### config.mk
export PLATFORM = sky130hd
export DESIGN_NAME = sm_flow_engine
export DESIGN_NICKNAME = d
export VERILOG_FILES = /design/src/rtl/sm_tbl_pkg.sv /design/src/rtl/sm_dest_chain.sv /design/src/rtl/sm_col_switch.sv /design/src/rtl/sm_row_decode.sv /design/src/rtl/sm_next_select.sv /design/src/rtl/sm_flow_engine.sv
export SDC_FILE = /design/constraint.sdc
export NUM_CORES = 1
export LEC_CHECK = 0
export CAP_MARGIN = 20
export CORE_MARGIN = 2
export CORE_UTILIZATION = 55
export CTS_BUF_LIST = sky130_fd_sc_hd__clkbuf_8
export DETAILED_ROUTE_END_ITERATION = 16
export GPL_TIMING_DRIVEN = 0
export PLACE_DENSITY = 0.85
export SYNTH_ARGS = -nofsm -noshare
export SYNTH_HDL_FRONTEND = slang
export SYNTH_SLANG_ARGS = --single-unit
### constraint.sdc
create_clock -name clk -period 1.6 [get_ports clk]
set_input_delay 0.32 -clock clk [delete_from_list [all_inputs] [get_ports clk]]
set_output_delay 0.32 -clock clk [all_outputs]
set_load 0.005 [all_outputs]
### src/rtl/sm_tbl_pkg.sv
`timescale 1ns/1ps
package sm_tbl_pkg;
   localparam int unsigned DEF_STATE_W  = 3;
   localparam int unsigned DEF_NUM_COLS = 3;

   // position of the lowest bit of one table entry
   function automatic int unsigned entry_base(input int unsigned row,
                                              input int unsigned col,
                                              input int unsigned ncols,
                                              input int unsigned sw);
      return (row * ncols + col) * sw;
   endfunction
endpackage

### src/rtl/sm_dest_chain.sv
`timescale 1ns/1ps
module sm_dest_chain #(
   parameter int unsigned LEN = 72
) (
   input  logic           clk,
   input  logic           rst,
   input  logic           shift_en,
   input  logic           bit_in,
   output logic [LEN-1:0] bits_q
);
   if (LEN < 2) begin : g_len_bad
      $error("sm_dest_chain: LEN must be at least 2");
   end

   always_ff @(posedge clk) begin
      if (rst)
         bits_q <= '0;
      else if (shift_en)
         bits_q <= {bit_in, bits_q[LEN-1:1]};
   end
endmodule

### src/rtl/sm_col_switch.sv
`timescale 1ns/1ps
module sm_col_switch
   import sm_tbl_pkg::*;
#(
   parameter int unsigned STATE_W  = 3,
   parameter int unsigned NUM_COLS = 3,
   parameter int unsigned COL_W    = 2,
   parameter int unsigned NUM_ROWS = 8,
   localparam int unsigned TBL_BITS = NUM_ROWS * NUM_COLS * STATE_W
) (
   input  logic [TBL_BITS-1:0]               tbl,
   input  logic [COL_W-1:0]                  col_sel,
   output logic [NUM_ROWS-1:0][STATE_W-1:0]  cand,
   output logic                              col_ok
);
   logic [NUM_COLS-1:0] col_hot;

   for (genvar c = 0; c < NUM_COLS; c++) begin : g_col
      assign col_hot[c] = (col_sel == COL_W'(c));
   end

   assign col_ok = |col_hot;

   for (genvar r = 0; r < NUM_ROWS; r++) begin : g_row
      always_comb begin
         cand[r] = '0;
         for (int c = 0; c < NUM_COLS; c++) begin
            cand[r] = cand[r] |
               (tbl[entry_base(r, c, NUM_COLS, STATE_W) +: STATE_W] & {STATE_W{col_hot[c]}});
         end
      end
   end
endmodule

### src/rtl/sm_row_decode.sv
`timescale 1ns/1ps
module sm_row_decode #(
   parameter int unsigned STATE_W  = 3,
   parameter int unsigned NUM_ROWS = 8
) (
   input  logic [STATE_W-1:0]  state,
   output logic [NUM_ROWS-1:0] row_hot
);
   for (genvar r = 0; r < NUM_ROWS; r++) begin : g_dec
      assign row_hot[r] = (state == STATE_W'(r));
   end
endmodule

### src/rtl/sm_next_select.sv
`timescale 1ns/1ps
module sm_next_select #(
   parameter int unsigned STATE_W  = 3,
   parameter int unsigned NUM_ROWS = 8
) (
   input  logic [NUM_ROWS-1:0]               row_hot,
   input  logic [NUM_ROWS-1:0][STATE_W-1:0]  cand,
   output logic [STATE_W-1:0]                nxt
);
   for (genvar b = 0; b < STATE_W; b++) begin : g_bit
      logic [NUM_ROWS-1:0] terms;
      for (genvar r = 0; r < NUM_ROWS; r++) begin : g_path
         assign terms[r] = row_hot[r] & cand[r][b];
      end
      assign nxt[b] = |terms;
   end
endmodule

### src/rtl/sm_flow_engine.sv
`timescale 1ns/1ps
module sm_flow_engine
   import sm_tbl_pkg::*;
#(
   parameter int unsigned STATE_W        = DEF_STATE_W,
   parameter int unsigned NUM_COLS       = DEF_NUM_COLS,
   parameter bit          SPARE_COL_HOLD = 1'b1,
   localparam int unsigned NUM_ROWS = 1 << STATE_W,
   localparam int unsigned COL_W    = $clog2(NUM_COLS + 1),
   localparam int unsigned TBL_BITS = NUM_ROWS * NUM_COLS * STATE_W
) (
   input  logic               clk,
   input  logic               rst,
   input  logic [COL_W-1:0]   col_sel,
   input  logic               load_en,
   input  logic               load_bit,
   output logic [STATE_W-1:0] state_q
);
   if (STATE_W < 1 || STATE_W > 6) begin : g_sw_bad
      $error("sm_flow_engine: STATE_W out of range 1..6");
   end
   if (NUM_COLS < 1) begin : g_nc_bad
      $error("sm_flow_engine: NUM_COLS must be at least 1");
   end

   logic [TBL_BITS-1:0]              tbl_bits;
   logic [NUM_ROWS-1:0][STATE_W-1:0] cand;
   logic                             col_ok;
   logic [NUM_ROWS-1:0]              row_hot;
   logic [STATE_W-1:0]               sel_nxt;
   logic [STATE_W-1:0]               spare_d;
   logic [STATE_W-1:0]               step_d;

   sm_dest_chain #(.LEN(TBL_BITS)) u_chain (
      .clk      (clk),
      .rst      (rst),
      .shift_en (load_en),
      .bit_in   (load_bit),
      .bits_q   (tbl_bits)
   );

   sm_col_switch #(
      .STATE_W  (STATE_W),
      .NUM_COLS (NUM_COLS),
      .COL_W    (COL_W),
      .NUM_ROWS (NUM_ROWS)
   ) u_cols (
      .tbl     (tbl_bits),
      .col_sel (col_sel),
      .cand    (cand),
      .col_ok  (col_ok)
   );

   sm_row_decode #(.STATE_W(STATE_W), .NUM_ROWS(NUM_ROWS)) u_dec (
      .state   (state_q),
      .row_hot (row_hot)
   );

   sm_next_select #(.STATE_W(STATE_W), .NUM_ROWS(NUM_ROWS)) u_sel (
      .row_hot (row_hot),
      .cand    (cand),
      .nxt     (sel_nxt)
   );

   if (SPARE_COL_HOLD) begin : g_spare_hold
      assign spare_d = state_q;
   end else begin : g_spare_init
      assign spare_d = '0;
   end

   assign step_d = col_ok ? sel_nxt : spare_d;

   always_ff @(posedge clk) begin
      if (rst)
         state_q <= '0;
      else if (!load_en)
         state_q <= step_d;
   end
endmodule

==> results by group, run 1 <==
Clocking
  – CTS Root Cell: sky130_fd_sc_hd__clkbuf_8
  – # clock sinks: 75
  – CTS clk-pin slew, worst paths: 0.08 ns
  – Deepest clock path buffer count: 2
  – CTS tree: built
  – Hold-fix buffers at CTS: 0
  – Cts bufs inserted: 9
  – Depth of the CTS H-tree: 3
  – Clock insertion delay at the later pin of the skew report: 0.36 ns

Final layout
  – Fraction of layout instances using a drive strength above 1: 18.9%
  – Fill count: 454
  – NumNets Final: 374
  – Synth-to-Final Area Change: 18.6%
  – Core occupancy in the finished layout: 67.6%
  – Antenna diode count: 0

Synthesis
  – Leading area contributor after synthesis: sky130_fd_sc_hd__dfxtp_1
  – Total of flip-flops plus latches after synthesis: 75
  – Sequential share of the synthesized area: 44.5%
  – Most frequently used cell type in the post-synthesis netlist: sky130_fd_sc_hd__mux2i_1
  – Number of different library cells in the post-synthesis netlist: 42
  – Post-Synthesis Net Count: 344
  – Fraction of post-synthesis cell area in the top cell type by area: 44.5%
  – Post-synth top cells: sky130_fd_sc_hd__mux2i_1, sky130_fd_sc_hd__nor2_1, sky130_fd_sc_hd__dfxtp_1, sky130_fd_sc_hd__buf_2
  – Gate count after technology mapping: 338
  – Dominant cells by area after synthesis: sky130_fd_sc_hd__dfxtp_1, sky130_fd_sc_hd__mux2i_1, sky130_fd_sc_hd__nor2_1
  – EDFF count, synth: 0
  – Netlist area before placement: 3370 µm²
  – Post-synthesis async set-or-reset flop share: 0%
  – Commonest register cell after synthesis: sky130_fd_sc_hd__dfxtp_1
  – Mapped Avg Cell Area: 9.98 µm²
  – Yosys warning total: 0

Critical path
  – Crit path arrival time: 1.82 ns
  – Reg2Reg Setup Slack: 0.03 ns
  – Startpoint-to-endpoint class of the critical path: reg -> reg
  – Critical path endpoint category: flip-flop
  – Highest fanout seen on the critical path: 9
  – Startpoint class of the critical path: flip-flop
  – Required time reported for the critical path endpoint: 1.84 ns

Placement
  – Pre-CTS setup slack: -0.819 ns
  – Input/output buffers: 7
  – Final Wtd Congestion: 0.945
  – Half-perimeter wire length after detailed placement: 4.89 mm

Pwr
  – Max IR drop VDD: 0.000569 V
  – Power per cell area: 960 nW/µm²
  – Total power consumption of the routed design: 0.00384 W
  – Leakage power total: 1.72 nW

Route
  – Final Routed Wirelength: 7.67 mm
  – Remaining DRCs: 0
  – Detail-routed via count per cell: 5.87
  – Count of vias placed by the detailed router: 2,616
  – Iter 0 DRT Violations: 347
  – Number of nets still failing antenna checks after routing: 0
  – Detailed-route wire length per cell: 17.2 µm
  – Iteration count of the initial detailed-routing pass: 5

GRT
  – Overall fraction of global-route tracks in use: 24.5%
  – Overflow left after global routing: 0
  – Wire length of the first global-routing pass: 12.2 mm
  – Maximum number of pins on one net before global-route repair: 13
  – Initial antenna violation count: 0
  – Via count of the first global-routing pass: 2,470

Floorplan
  – Area of the die: 6780 µm²
  – I/O pin total: 9
  – Area inside the core boundary: 5920 µm²
  – Standard-cell row count: 28
  – Starting utilization of the core area: 57.0%
  – Y dimension of the die: 82.3 µm
  – Width of the chip: 82.3 µm

Timing
  – Max Slew Vio Count: 0
  – Worst-case setup margin in the final layout: 0.0266 ns
  – Setup tns final: 0 ns
  – Slew at the pin with the worst max-slew slack: 0.471 ns
  – Max-slew headroom: 68.6%
  – Post-layout min period: 1.57 ns
  – Max Fclk: 636 MHz
  – Crit share post-route: 98.3%
  – Final hold violation count: 0
  – Final setup fails: 0
  – Clock skew: 0.0114 ns

Min path
  – Type of the worst min-delay path: reg -> reg

Flow run
  – Maximum capacitance violations: 0

Outcome
  – Run status: completed
[cell usage in the layout, fill, tap and decap left out, types with 5 or more instances in the layout]
master,instances
sky130_fd_sc_hd__clkdlybuf4s50_1,6
sky130_fd_sc_hd__nor2_1,79
sky130_fd_sc_hd__clkbuf_8,9
sky130_fd_sc_hd__o2bb2ai_1,5
sky130_fd_sc_hd__buf_4,10
sky130_fd_sc_hd__dfxtp_1,74
sky130_fd_sc_hd__mux2i_1,84
sky130_fd_sc_hd__buf_1,5
sky130_fd_sc_hd__mux2_2,6
sky130_fd_sc_hd__clkbuf_2,5
sky130_fd_sc_hd__buf_2,6
sky130_fd_sc_hd__a221oi_2,5
[power breakdown]
group	internal (W)	switching (W)
Clock	0.00102	0.000683
Combinational	0.000120	0.000150
Sequential	0.00187	0.00000276
[logic make-up (layout without fill, tap and decap cells)]
| kind of cell | after synthesis | after routing | share of synthesized area, % |
|---|---|---|---|
| AO/OA/AOI/OAI | 39 | 39 | 9.46 |
| flip-flops | 75 | 75 | 44.5 |
| multiplexers | 96 | 96 | 29.1 |
| buffers and inverters | 31 | 64 | 5.04 |
| AND/OR/NAND/NOR | 97 | 97 | 11.9 |
[sequential cells by signal, summed over array words and instances, names as in the netlist]
signal / cells
u_chain.bits_q: 72
state_q: 3
[stage by stage]
stage	hold WS, ns	cell area [µm²]	cells
3_5_place_dp	0.513	3540	420
3_3_place_gp	0.480	3540	420
4_1_cts	0.504	3940	443
5_1_grt	0.535	4000	446
2_1_floorplan	0.460	3370	338
6_report	0.525	4000	446
[worst max-delay path, cell delays in order, from the launching register on]
cell	delay (ns)
sky130_fd_sc_hd__dfxtp_1	0.35
sky130_fd_sc_hd__clkbuf_2	0.25
sky130_fd_sc_hd__inv_1	0.17
sky130_fd_sc_hd__a221oi_4	0.28
sky130_fd_sc_hd__nor2_2	0.07
sky130_fd_sc_hd__a221oi_2	0.24
sky130_fd_sc_hd__o31ai_1	0.08
[cell type report]
type	instances	area (µm²)	share of cell area, %
Tap cell	75	93.8	2.35
Sequential cell	75	1510	37.6
Timing Repair Buffer	19	213	5.32
Inverter	4	18.8	0.469
Clock inverter	5	104	2.60
Clock buffer	9	124	3.10
Multi-Input combinational cell	232	1770	44.3
Buffer	27	171	4.28
[layer usage]
layer,track usage (%),share of wire [%],up-vias
met5,0,0,-
met4,10.3,2.9,0
met3,9.13,6.3,24
met2,37.4,46,95
met1,31.0,45,1244
li1,-,-,1253
[final timing paths]
kind	from	to	depth (start not counted)
max	state_q[2]$_SDFFE_PP0P_	state_q[1]$_SDFFE_PP0P_	6
min	u_chain.bits_q[13]$_SDFFE_PP0P_	u_chain.bits_q[13]$_SDFFE_PP0P_	2
max reg2reg	state_q[2]$_SDFFE_PP0P_	state_q[1]$_SDFFE_PP0P_	6
min reg2reg	u_chain.bits_q[13]$_SDFFE_PP0P_	u_chain.bits_q[13]$_SDFFE_PP0P_	2
[timing repair]
action                                 4_1_cts  5_1_grt
pin swaps                                    3        3
endpoints found under the hold margin        0        0
setup endpoints to repair                   74       64
setup buffers                                8        3
gates resized for setup                     17       12
cloned                                       1        0
Note: power is estimated with default switching activity, not from simulation.
==> run 2, diff against run 1 <==
==> constraint.sdc (replaced) <==
create_clock -name clk -period 1.6 [get_ports clk]
set_input_delay 0.32 -clock clk [delete_from_list [all_inputs] [get_ports clk]]
set_output_delay 0.32 -clock clk [all_outputs]
set_load 0.01 [all_outputs]
==> run 2 against run 1 <==
- utilization shrank 0.55 points
- combinational power shrank 2%
- worst setup slack lost 0.012 ns
- via count grew 0.80%
- clock skew grew 0.0019 ns
- critical endpoint is now u_chain.bits_q[46]$_SDFFE_PP0P_
- largest cell class unchanged
==> results by group, run 2 (synthesized netlist as in run 1, its figures left out) <==
Route
  – Detail-routed via count per cell: 5.97 (+1.7%)
  – Iter 0 DRT Violations: 309 (-11%)
  – Remaining DRCs: 0 (unchanged)
  – Number of nets still failing antenna checks after routing: 0 (unchanged)
  – Count of vias placed by the detailed router: 2,637 (+0.80%)
  – Iteration count of the initial detailed-routing pass: 5 (unchanged)
  – Final Routed Wirelength: 7.53 mm (-1.8%)
  – Detailed-route wire length per cell: 17.0 µm (-0.91%)

GRT
  – Initial antenna violation count: 0 (unchanged)
  – Maximum number of pins on one net before global-route repair: 13 (unchanged)
  – Wire length of the first global-routing pass: 12.2 mm (-0.23%)
  – Via count of the first global-routing pass: 2,425 (-1.8%)
  – Overflow left after global routing: 0 (unchanged)
  – Overall fraction of global-route tracks in use: 24.4% (-0.069 points)

Floorplan
  – Area inside the core boundary: 5920 µm² (unchanged)
  – Starting utilization of the core area: 57.0% (unchanged)
  – Standard-cell row count: 28 (unchanged)
  – Y dimension of the die: 82.3 µm (unchanged)
  – I/O pin total: 9 (unchanged)
  – Width of the chip: 82.3 µm (unchanged)
  – Area of the die: 6780 µm² (unchanged)

Min path
  – Type of the worst min-delay path: reg -> reg

Final layout
  – Flip-flop count of the largest register after layout: 72 (unchanged)
  – NumNets Final: 370 (-1.1%)
  – Core occupancy in the finished layout: 67.0% (-0.55 points)
  – Top reg by flops: u_chain.bits_q
  – Synth-to-Final Area Change: 17.6%
  – Antenna diode count: 0 (unchanged)
  – Regs by FF count: u_chain.bits_q: 72 flops, state_q: 3 flops
  – Fraction of layout instances using a drive strength above 1: 18.3% (-0.61 points)
  – Leading cell types in the layout, fill and taps excluded: sky130_fd_sc_hd__mux2i_1, sky130_fd_sc_hd__nor2_1, sky130_fd_sc_hd__dfxtp_1
  – Final Cell Area: 3970 µm² (-0.81%)
  – Most common cell after layout, fill and taps aside: sky130_fd_sc_hd__mux2i_1
  – Fill count: 465 (+2.4%)

Clocking
  – CTS clk-pin slew, worst paths: 0.08 ns (about the same)
  – Clock insertion delay at the later pin of the skew report: 0.36 ns (about the same)
  – CTS tree: built
  – # clock sinks: 75 (unchanged)
  – Depth of the CTS H-tree: 3 (unchanged)
  – CTS Root Cell: sky130_fd_sc_hd__clkbuf_8
  – Hold-fix buffers at CTS: 0 (unchanged)
  – Cts bufs inserted: 9 (unchanged)
  – Deepest clock path buffer count: 2 (unchanged)

Timing
  – Post-layout min period: 1.59 ns (+0.0118 ns)
  – Clock skew: 0.0132 ns (+0.00186 ns)
  – Max Slew Vio Count: 0 (unchanged)
  – Max Fclk: 631 MHz (-0.74%)
  – Final hold violation count: 0 (unchanged)
  – Slew at the pin with the worst max-slew slack: 0.475 ns (+0.00391 ns)
  – Crit share post-route: 99.1% (+0.73 points)
  – Final setup fails: 0 (unchanged)
  – Max-slew headroom: 68.3% (-0.26 points)

Critical path
  – Crit-path max cell delay: 0.55 ns (+0.20 ns)
  – Crit path arrival time: 1.82 ns (about the same)
  – Required time reported for the critical path endpoint: 1.84 ns (about the same)
  – Critical path cell sequence: clkdlybuf4s50_1 > clkbuf_4 > buf_2 > mux2i_1 > nor2_1
  – Startpoint class of the critical path: input port
  – CP delay by family, top: buffers and inverters
  – Critical path endpoint category: flip-flop
  – Highest fanout seen on the critical path: 10 (+1)
  – Sum of buffers and inverters on the critical path: 3 (+1)
  – Startpoint-to-endpoint class of the critical path: in -> reg
  – Library cell contributing the largest single delay on the critical path: sky130_fd_sc_hd__clkdlybuf4s50_1

Pwr
  – Max IR drop VDD: 0.000578 V (+1.4%)
  – Leakage power total: 1.75 nW (+1.4%)
  – Power per cell area: 967 nW/µm² (+0.81%)

Outcome
  – Run status: completed

Placement
  – Half-perimeter wire length after detailed placement: 4.89 mm (unchanged)
  – Input/output buffers: 7 (unchanged)
  – Final Wtd Congestion: 0.945 (unchanged)
  – Area of placed instances: 3540 µm² (unchanged)

Flow run
  – Maximum capacitance violations: 0 (unchanged)
==> run 2: cell types whose count changed in the layout (fill, tap and decap cells not counted), sizes merged <==
cell           delta
buf               -5
clkdlybuf4s50     -3
dlymetal6s2s      +2
bufbuf            +1
dlygate4sd2       +1
==> run 2: timing repair <==
action                                  CTS  global route
gates cloned                              1             0
setup buffers                             7             0
resized for setup                        11            23
pin swaps                                 2             5
endpoints found under the setup margin   74            61
==> run 2: routing by layer <==
layer | up-vias | wire [µm] | global-route usage (%)
li1 | 1251 | - | -
met1 | 1232 | 3420 | 32.1
met2 | 125 | 3340 | 36.8
met3 | 29 | 534 | 7.72
met4 | 0 | 243 | 10.7
met5 | - | 0 | 0
==> run 2: through the flow <==
step	setup slack [ns]	hold WS (ns)	total power (W)	setup TNS [ns]	instances
after global placement	-0.839	0.480	0.00213	-35.66	420
after detailed placement	-0.819	0.513	0.00213	-38.12	420
after global routing	-0.0291	0.538	0.00396	-0.0291	442
after CTS	-0.0648	0.512	0.00384	-0.0648	442
after floorplan	0.0134	0.460	0.00208	0	338
final	0.0148	0.522	0.00384	0	442
==> run 2: final timing paths <==
kind,depth (start not counted),slack (ns),startpoint,to
setup / recovery,5,0.01,load_en,u_chain.bits_q[46]$_SDFFE_PP0P_
hold / removal,2,0.52,u_chain.bits_q[13]$_SDFFE_PP0P_,u_chain.bits_q[13]$_SDFFE_PP0P_
setup reg to reg,6,0.06,state_q[2]$_SDFFE_PP0P_,state_q[1]$_SDFFE_PP0P_
hold reg to reg,2,0.52,u_chain.bits_q[13]$_SDFFE_PP0P_,u_chain.bits_q[13]$_SDFFE_PP0P_
==> run 2: where the power goes <==
| group | total, W | switching, W | internal, W |
|---|---|---|---|
| Sequential | 0.00187 | 0.00000277 | 0.00187 |
| Combinational | 0.000265 | 0.000148 | 0.000117 |
| Clock | 0.00170 | 0.000686 | 0.00102 |
==> run 2: worst min-delay path, stage by stage, from the launching register on <==
cell and delay [ns]:
sky130_fd_sc_hd__dfxtp_1 0.35, sky130_fd_sc_hd__mux2i_1 0.07, sky130_fd_sc_hd__nor2_1 0.07
==> run 2: area by class of cell <==
class | instances | area [µm²] | area share [%]
Timing Repair Buffer | 15 | 179 | 4.51
Tap cell | 75 | 93.8 | 2.36
Clock buffer | 9 | 124 | 3.12
Clock inverter | 5 | 104 | 2.62
Sequential cell | 75 | 1500 | 37.9
Inverter | 4 | 18.8 | 0.473
Buffer | 27 | 173 | 4.35
Multi-Input combinational cell | 232 | 1770 | 44.7
